$ cat config.mk
export PLATFORM = sky130hd
export DESIGN_NAME = hs_port_ctrl
export DESIGN_NICKNAME = d
export VERILOG_FILES = /design/src/rtl/hs_port_pkg.sv /design/src/rtl/hs_sync.sv /design/src/rtl/hs_in_path.sv /design/src/rtl/hs_out_path.sv /design/src/rtl/hs_port_ctrl.sv
export SDC_FILE = /design/constraint.sdc
export NUM_CORES = 1
export LEC_CHECK = 0
export BUFFER_PORTS_ARGS = -buffer_cell sky130_fd_sc_hd__buf_2
export CORE_MARGIN = 2
export CORE_UTILIZATION = 43
export DETAILED_ROUTE_END_ITERATION = 7
export GPL_TIMING_DRIVEN = 1
export PLACE_DENSITY = 0.78
export REMOVE_ABC_BUFFERS = 1
export SLEW_MARGIN = 20
export SYNTH_ARGS = -nofsm -noshare
export SYNTH_HDL_FRONTEND = slang
export SYNTH_SLANG_ARGS = --single-unit
$ cat constraint.sdc
create_clock -name clk -period 1.35 [get_ports clk]
set_input_delay 0.27 -clock clk [delete_from_list [all_inputs] [get_ports clk]]
set_output_delay 0.27 -clock clk [all_outputs]
set_load 0.03 [all_outputs]
$ cat src/rtl/hs_port_pkg.sv
package hs_port_pkg;
  typedef enum logic {
    DIR_OUT = 1'b0,
    DIR_IN  = 1'b1
  } port_dir_e;
endpackage

$ cat src/rtl/hs_sync.sv
// Multi-stage synchronizer for an idle-high asynchronous line, with edge pulses.
module hs_sync #(
  parameter int STAGES = 2
) (
  input  logic clk,
  input  logic rst,
  input  logic async_n,
  output logic lvl,
  output logic fall,
  output logic rise
);
  logic [STAGES-1:0] chain;
  logic              last;

  always_ff @(posedge clk or posedge rst) begin
    if (rst) begin
      chain <= '1;
      last  <= 1'b1;
    end else begin
      chain <= {chain[STAGES-2:0], async_n};
      last  <= chain[STAGES-1];
    end
  end

  assign lvl  = chain[STAGES-1];
  assign fall = last & ~lvl;
  assign rise = ~last & lvl;
endmodule

$ cat src/rtl/hs_in_path.sv
// Strobed input side: holding register, buffer-full flag, input interrupt.
module hs_in_path #(
  parameter int DW = 8
) (
  input  logic          clk,
  input  logic          rst,
  input  logic          clr,
  input  logic          en,
  input  logic          stb_fall,
  input  logic          stb_rise,
  input  logic          rd_fall,
  input  logic          inte,
  input  logic [DW-1:0] din,
  output logic          ibf,
  output logic          intr_raw,
  output logic [DW-1:0] data
);
  always_ff @(posedge clk or posedge rst) begin
    if (rst) begin
      ibf      <= 1'b0;
      intr_raw <= 1'b0;
      data     <= '0;
    end else if (clr) begin
      ibf      <= 1'b0;
      intr_raw <= 1'b0;
      data     <= '0;
    end else begin
      if (en && stb_fall) begin
        ibf  <= 1'b1;
        data <= din;
      end else if (rd_fall) begin
        ibf <= 1'b0;
      end
      if (en && stb_rise && ibf && inte) begin
        intr_raw <= 1'b1;
      end else if (rd_fall) begin
        intr_raw <= 1'b0;
      end
    end
  end
endmodule

$ cat src/rtl/hs_out_path.sv
// Strobed output side: output latch, active-low full flag, output interrupt.
module hs_out_path #(
  parameter int DW = 8
) (
  input  logic          clk,
  input  logic          rst,
  input  logic          clr,
  input  logic          en,
  input  logic          wr_rise,
  input  logic          wr_fall,
  input  logic          wr_idle,
  input  logic          ack_lvl,
  input  logic          ack_fall,
  input  logic          inte,
  input  logic [DW-1:0] wdata,
  output logic          obf_n,
  output logic          intr_raw,
  output logic [DW-1:0] data
);
  always_ff @(posedge clk or posedge rst) begin
    if (rst) begin
      obf_n    <= 1'b1;
      intr_raw <= 1'b0;
      data     <= '0;
    end else if (clr) begin
      obf_n    <= 1'b1;
      intr_raw <= 1'b0;
      data     <= '0;
    end else begin
      if (en && wr_rise) begin
        obf_n <= 1'b0;
        data  <= wdata;
      end else if (ack_fall) begin
        obf_n <= 1'b1;
      end
      if (wr_fall) begin
        intr_raw <= 1'b0;
      end else if (en && ack_lvl && obf_n && inte && wr_idle) begin
        intr_raw <= 1'b1;
      end
    end
  end
endmodule

$ cat src/rtl/hs_port_ctrl.sv
module hs_port_ctrl
  import hs_port_pkg::*;
#(
  parameter int          DW          = 8,
  parameter int          SYNC_STAGES = 2,
  parameter int          SEL_W       = 3,
  parameter int unsigned EN_BIT      = 4
) (
  input  logic             clk,
  input  logic             rst,
  input  logic             cfg_wr,
  input  logic             cfg_dir_in,
  input  logic             bsr_wr,
  input  logic [SEL_W-1:0] bsr_sel,
  input  logic             bsr_val,
  input  logic             cpu_rd_n,
  input  logic             cpu_wr_n,
  input  logic [DW-1:0]    cpu_wdata,
  output logic [DW-1:0]    cpu_rdata,
  input  logic [DW-1:0]    per_din,
  output logic [DW-1:0]    per_dout,
  input  logic             stb_n,
  input  logic             ack_n,
  output logic             ibf,
  output logic             obf_n,
  output logic             intr
);
  localparam logic [SEL_W-1:0] EN_SEL = SEL_W'(EN_BIT);

  port_dir_e     dir_q;
  logic          dir_is_in;
  logic          inte_q;
  logic          wr_d, rd_d;
  logic          wr_rise, wr_fall, wr_idle, rd_fall;
  logic          stb_lvl, stb_fall, stb_rise;
  logic          ack_lvl, ack_fall, ack_rise;
  logic          in_intr, out_intr;
  logic [DW-1:0] in_data, out_data;

  always_ff @(posedge clk or posedge rst) begin
    if (rst) begin
      dir_q  <= DIR_IN;
      inte_q <= 1'b0;
    end else if (cfg_wr) begin
      dir_q  <= cfg_dir_in ? DIR_IN : DIR_OUT;
      inte_q <= 1'b0;
    end else if (bsr_wr && (bsr_sel == EN_SEL)) begin
      inte_q <= bsr_val;
    end
  end

  always_ff @(posedge clk or posedge rst) begin
    if (rst) begin
      wr_d <= 1'b1;
      rd_d <= 1'b1;
    end else begin
      wr_d <= cpu_wr_n;
      rd_d <= cpu_rd_n;
    end
  end

  assign dir_is_in = (dir_q == DIR_IN);
  assign wr_rise   = ~wr_d & cpu_wr_n;
  assign wr_fall   = wr_d & ~cpu_wr_n;
  assign wr_idle   = wr_d & cpu_wr_n;
  assign rd_fall   = rd_d & ~cpu_rd_n;

  hs_sync #(.STAGES(SYNC_STAGES)) u_stb_sync (
    .clk(clk), .rst(rst), .async_n(stb_n),
    .lvl(stb_lvl), .fall(stb_fall), .rise(stb_rise)
  );

  hs_sync #(.STAGES(SYNC_STAGES)) u_ack_sync (
    .clk(clk), .rst(rst), .async_n(ack_n),
    .lvl(ack_lvl), .fall(ack_fall), .rise(ack_rise)
  );

  hs_in_path #(.DW(DW)) u_in (
    .clk(clk), .rst(rst), .clr(cfg_wr), .en(dir_is_in),
    .stb_fall(stb_fall), .stb_rise(stb_rise), .rd_fall(rd_fall),
    .inte(inte_q), .din(per_din),
    .ibf(ibf), .intr_raw(in_intr), .data(in_data)
  );

  hs_out_path #(.DW(DW)) u_out (
    .clk(clk), .rst(rst), .clr(cfg_wr), .en(~dir_is_in),
    .wr_rise(wr_rise), .wr_fall(wr_fall), .wr_idle(wr_idle),
    .ack_lvl(ack_lvl), .ack_fall(ack_fall), .inte(inte_q), .wdata(cpu_wdata),
    .obf_n(obf_n), .intr_raw(out_intr), .data(out_data)
  );

  assign intr      = inte_q & (dir_is_in ? in_intr : out_intr);
  assign cpu_rdata = dir_is_in ? in_data : out_data;
  assign per_dout  = out_data;
endmodule

Word level (Yosys, flattened, before mapping)

Index checks and enable logic that the tools add are counted.

Bitwise logic cells: 15
Reductions and logical operators: 17
Mux-type cells: 20
Equality and inequality tests: 1

Operator list:

| operator                              | count |
|---|---|
| 8-bit 2-to-1 mux                      | 5 |
| 1-bit 2-to-1 mux                      | 15 |
| 3-bit nonzero test                    | 4 |
| 1-bit logical AND                     | 10 |
| 1-bit bitwise AND                     | 8 |
| 1-bit inverter                        | 7 |
| 2-bit nonzero test                    | 3 |
| 3-bit == test (second input constant) | 1 |

Bits of input ports: 29
Output and inout bits: 19
Register bits after elaboration: 30
Word-level logic and storage cells: 67

Longest topological paths before layout

Word-level depth: 8
Mapped depth: 5
Mapped depth without buffers: 3

Hierarchy

Synthesis repeated with hierarchy kept, for this count alone.

Cells, all modules: 131
Area total of the unflattened synthesis: 1540.2 um2

By module, submodules not included:

| module       | cells each | sequential area each (um2) | area an instance (um2) | instances |
|---|---|---|---|---|
| hs_out_path  | 46         | 251.5                      | 521.8                  | 1 |
| hs_in_path   | 46         | 250.2                      | 495.5                  | 1 |
| hs_port_ctrl | 27         | 103.8                      | 327.8                  | 1 |
| hs_sync      | 6          | 78.8                       | 97.6                   | 2 |

Least setup slack after synthesis

Ideal clock, no wire load.

Path type: register to output
From: register dir_q, in the netlist dir_is_in
To: output port cpu_rdata[0]
Path slack: -162 ps
Required time: 1080 ps
Arrival: 1242 ps
Path buffers: 2
Cell stages (with the launch flop): 4
Path through: dfstp_2 > buf_6 > buf_2 > mux2_2

Longest elaborated chain between the ends: 1

RTL lines:

| element                  | line               | text |
|---|---|---|
| start: declaration       | hs_port_ctrl.sv:30 | `port_dir_e dir_q;` |
| start signal: assignment | hs_port_ctrl.sv:45 | `dir_q <= cfg_dir_in ? DIR_IN : DIR_OUT;` |
| 8-bit 2-to-1 mux         | hs_port_ctrl.sv:93 | `assign cpu_rdata = dir_is_in ? in_data : out_data;` |
| end: declaration         | hs_port_ctrl.sv:19 | `output logic [DW-1:0] cpu_rdata,` |

No other way between the ends.

Worst setup path after layout

From: register dir_q, in the netlist dir_is_in
To: output port intr

Longest elaborated chain between the ends: 2

RTL lines:

| element           | line               | text |
|---|---|---|
| 1-bit 2-to-1 mux  | hs_port_ctrl.sv:92 | `assign intr = inte_q & (dir_is_in ? in_intr : out_intr);` |
| 1-bit bitwise AND | hs_port_ctrl.sv:92 |  |
| end: declaration  | hs_port_ctrl.sv:26 | `output logic intr` |

No other way between the ends.

==> key figures <==
Outcome
  • Outcome: finished with violations
  • Violated checks: negative hold slack, negative setup slack

Critical path
  • Flop-to-flop setup slack: -0.36 ns
  • Critical path class: reg -> out
  • CP required: 1.08 ns
  • Setup crit start kind: flip-flop
  • WP data arrival: 1.58 ns
  • Crit end category: output port
  • Critical Path Fanout Max: 4

Synthesis
  • Synth Area in Compound Gates: 0.0846
  • Seq/Total Area, Yosys: 0.600
  • Avg Cell Area, Syn: 10.9 sq um
  • Main combinational cell family by area after synthesis: simple AND/OR/NAND/NOR gates
  • Mux cell area share after synthesis: 0.0955
  • Simple-Gate Fraction of Synth Area: 0.182
  • Synth Register Bits: 30
  • Post-Syn Area: 1270 sq um
  • Yosys warnings: 0
  • XOR/XNOR share of the synthesized area: 0
  • Syn Inst Count: 117
  • Yosys cell types: 22
  • Post-Synth Adder-Cell Area: 0

Placed design
  • Post-DP Area: 1580 sq um
  • HPWL after DPL: 2080 um
  • Setup WS pre-CTS: -0.171 ns
  • Gpl congestion: 0.824
  • I/O Buffers: 47

GRT
  • Vias in the first global route: 1,095
  • First-pass GRT wire length: 5110 um
  • Largest net degree at the start of global routing: 31
  • Remaining Overflow, GRT: 0
  • Gr usage total: 0.204
  • Initial antenna violation count: 0

Pwr
  • Switch Pwr: 548 uW
  • PD cells: 978 nW/um^2
  • Combinational share of power: 0.202
  • Static Leak: 0.000956 uW
  • Total Power: 1940 uW
  • Sequential share of power: 0.509
  • Clock share of power: 0.289
  • Sw Share: 0.283
  • Power Internal: 1390 uW
  • Peak supply drop: 926 uV

Routing
  • Final Routed Wirelength: 3610 um
  • WL/cell: 16.9 um
  • Post-DR vias/cell: 5.22
  • Detail Route Antenna Nets: 0
  • Iter 0 DRT Violations: 28
  • Routed via count: 1,111
  • TritonRoute pass-1 iters: 4
  • Post-route DRC: 0

Finish
  • Final Util: 0.712
  • N_diodes: 0
  • Fillers: 175
  • Share of cells above drive strength 1: 0.681
  • Final Cell Area: 1980 sq um
  • Area grow syn2layout: 55.7%
  • Final net count: 210

STA
  • Final Critical Period: 1.85 ns
  • Final Worst Setup Slack: -0.504 ns
  • Worst-case hold slack: -0.00282 ns
  • RSZ-0062 raised after global routing: yes
  • Final Skew: 0.0170 ns
  • Final setup TNS: -9.64 ns
  • Fin crit share: 1.37
  • Worst slew margin: 0.752
  • Worst Max-Slew Pin Slew: 0.372 ns
  • Final Setup Violations: 29
  • Max-slew violations: 0
  • Final hold vios: 8
  • Max Fclk: 0.539 GHz

Die
  • Horiz. Die Dim: 58.4 um
  • Initial cell density of the core: 0.457
  • Die ar.: 3410 sq um
  • Core area: 2780 sq um
  • I/O pin count: 48
  • Die Y: 58.4 um
  • Rows: 19

Clock network
  • Reg clk slew, reported paths: 0.11 ns
  • Clock Latency Late Sink: 0.32 ns
  • Maximum clock path buffer count: 2
  • Number of buffers created by CTS: 5
  • Root Driver: clkbuf_4
  • TritonCTS clock tree: built
  • CTS Sinks: 30
  • H-tree depth: 2

Hold path
  • Worst min-delay path class: in -> async

Flow run
  • Max Cap Viol: 0
area by class of cell:
type                       count  area (sq um)  share of cell area
tap                           31          38.8              0.0196
sequential                    30           767               0.387
inverter                       2          7.51             0.00379
multi-input combinational     79           642               0.324
clock buffer                   6          51.3              0.0259
timing repair buffer          63           460               0.233
clock inverter                 2          12.5             0.00632
sequential cells by signal, indices dropped and copies added (netlist names):
register / cells
u_ack_sync.chain: 2
u_in.ibf: 1
u_in.data: 8
rd_d: 1
u_out.data: 8
dir_is_in: 1
u_ack_sync.last: 1
u_out.obf_n: 1
u_stb_sync.last: 1
wr_d: 1
u_stb_sync.chain: 2
u_in.intr_raw: 1
u_out.intr_raw: 1
inte_q: 1
cells by family (layout without fill, tap and decap cells):
logic type	count (synthesis)	after routing
and+or+nand+nor	47	47
AOI/OAI and AO/OA	21	21
muxes	11	11
DFF	30	30
buffers and inverters	8	73
critical path, stage by stage, from the launching register on:
cell,delay (ns)
dfstp_4,0.67
buf_6,0.12
mux2i_1,0.22
nor2b_1,0.08
buf_4,0.17
power groups by stage:
| stage | registers, uW | logic, uW | clock network [uW] |
|---|---|---|---|
| 6_report | 986 | 391 | 560 |
| 3_5_place_dp | 1000 | 253 | 0 |
| 4_1_cts | 979 | 334 | 562 |
| 2_1_floorplan | 1020 | 108 | 0 |
| 5_1_grt | 991 | 413 | 605 |
| 3_3_place_gp | 1000 | 247 | 0 |
cells in the final DEF, fill, tap and decap left out, types with 2 or more instances in the layout:
cell and n:
nor2b_1 3, buf_4 7, nand2_1 18, buf_2 37, buf_6 18, a21oi_2 16, clkbuf_4 5, nand2_4 10
dfrtp_1 20, nand2_2 5, mux2_4 8, mux2i_1 2, inv_1 2, nor2_1 2, a21oi_1 4, dfstp_2 9
metal layers:
layer	wire, um	vias up	global-route usage
met2	1960	31	0.337
met3	150	4	0.0505
met4	48	0	0.0864
li1	-	523	-
met1	1450	553	0.256
met5	0	-	0
Yosys cell counts, drive strengths merged:
cell / number / area [sq um]
nand2: 33 / 124
a21oi: 20 / 100
dfrtp: 20 / 500
dfstp: 10 / 263
mux2: 9 / 101
buf: 4 / 32.5
nor2b: 3 / 18.8
clkbuf: 2 / 7.51
inv: 2 / 7.51
mux2i: 2 / 20.0
nor2: 2 / 7.51
and3b: 1 / 8.76
and4b: 1 / 10.0
nand2b: 1 / 6.26
nand3b: 1 / 7.51
nand4: 1 / 6.26
nor3: 1 / 5.00
nor3b: 1 / 18.8
nor4bb: 1 / 10.0
o21bai: 1 / 7.51
or3b: 1 / 8.76
metrics by stage:
stage          hold WS [ns]  instances
3_5_place_dp          0.353        199
2_1_floorplan         0.274        111
4_1_cts             0.00702        212
6_report           -0.00282        213
5_1_grt              0.0123        213
3_3_place_gp          0.347        199
repair_timing:
item,4_1_cts,5_1_grt
hold buffers,0,0
pin swaps,2,24
endpoints found under the setup margin,25,30
setup buffers,5,1
resized for setup,38,47
worst paths after layout:
kind | to | depth (start not counted) | startpoint
setup reg to reg | u_out.data[1] | 7 | dir_is_in
hold reg to reg | u_stb_sync.chain[1] | 0 | u_stb_sync.chain[0]
max in group asynchronous | u_out.obf_n | 3 | rst
setup / recovery | intr | 4 | dir_is_in
min in group clk | u_ack_sync.chain[0] | 1 | ack_n
hold / removal | u_in.data[5] | 3 | rst
(Power assumes the default switching activity.)
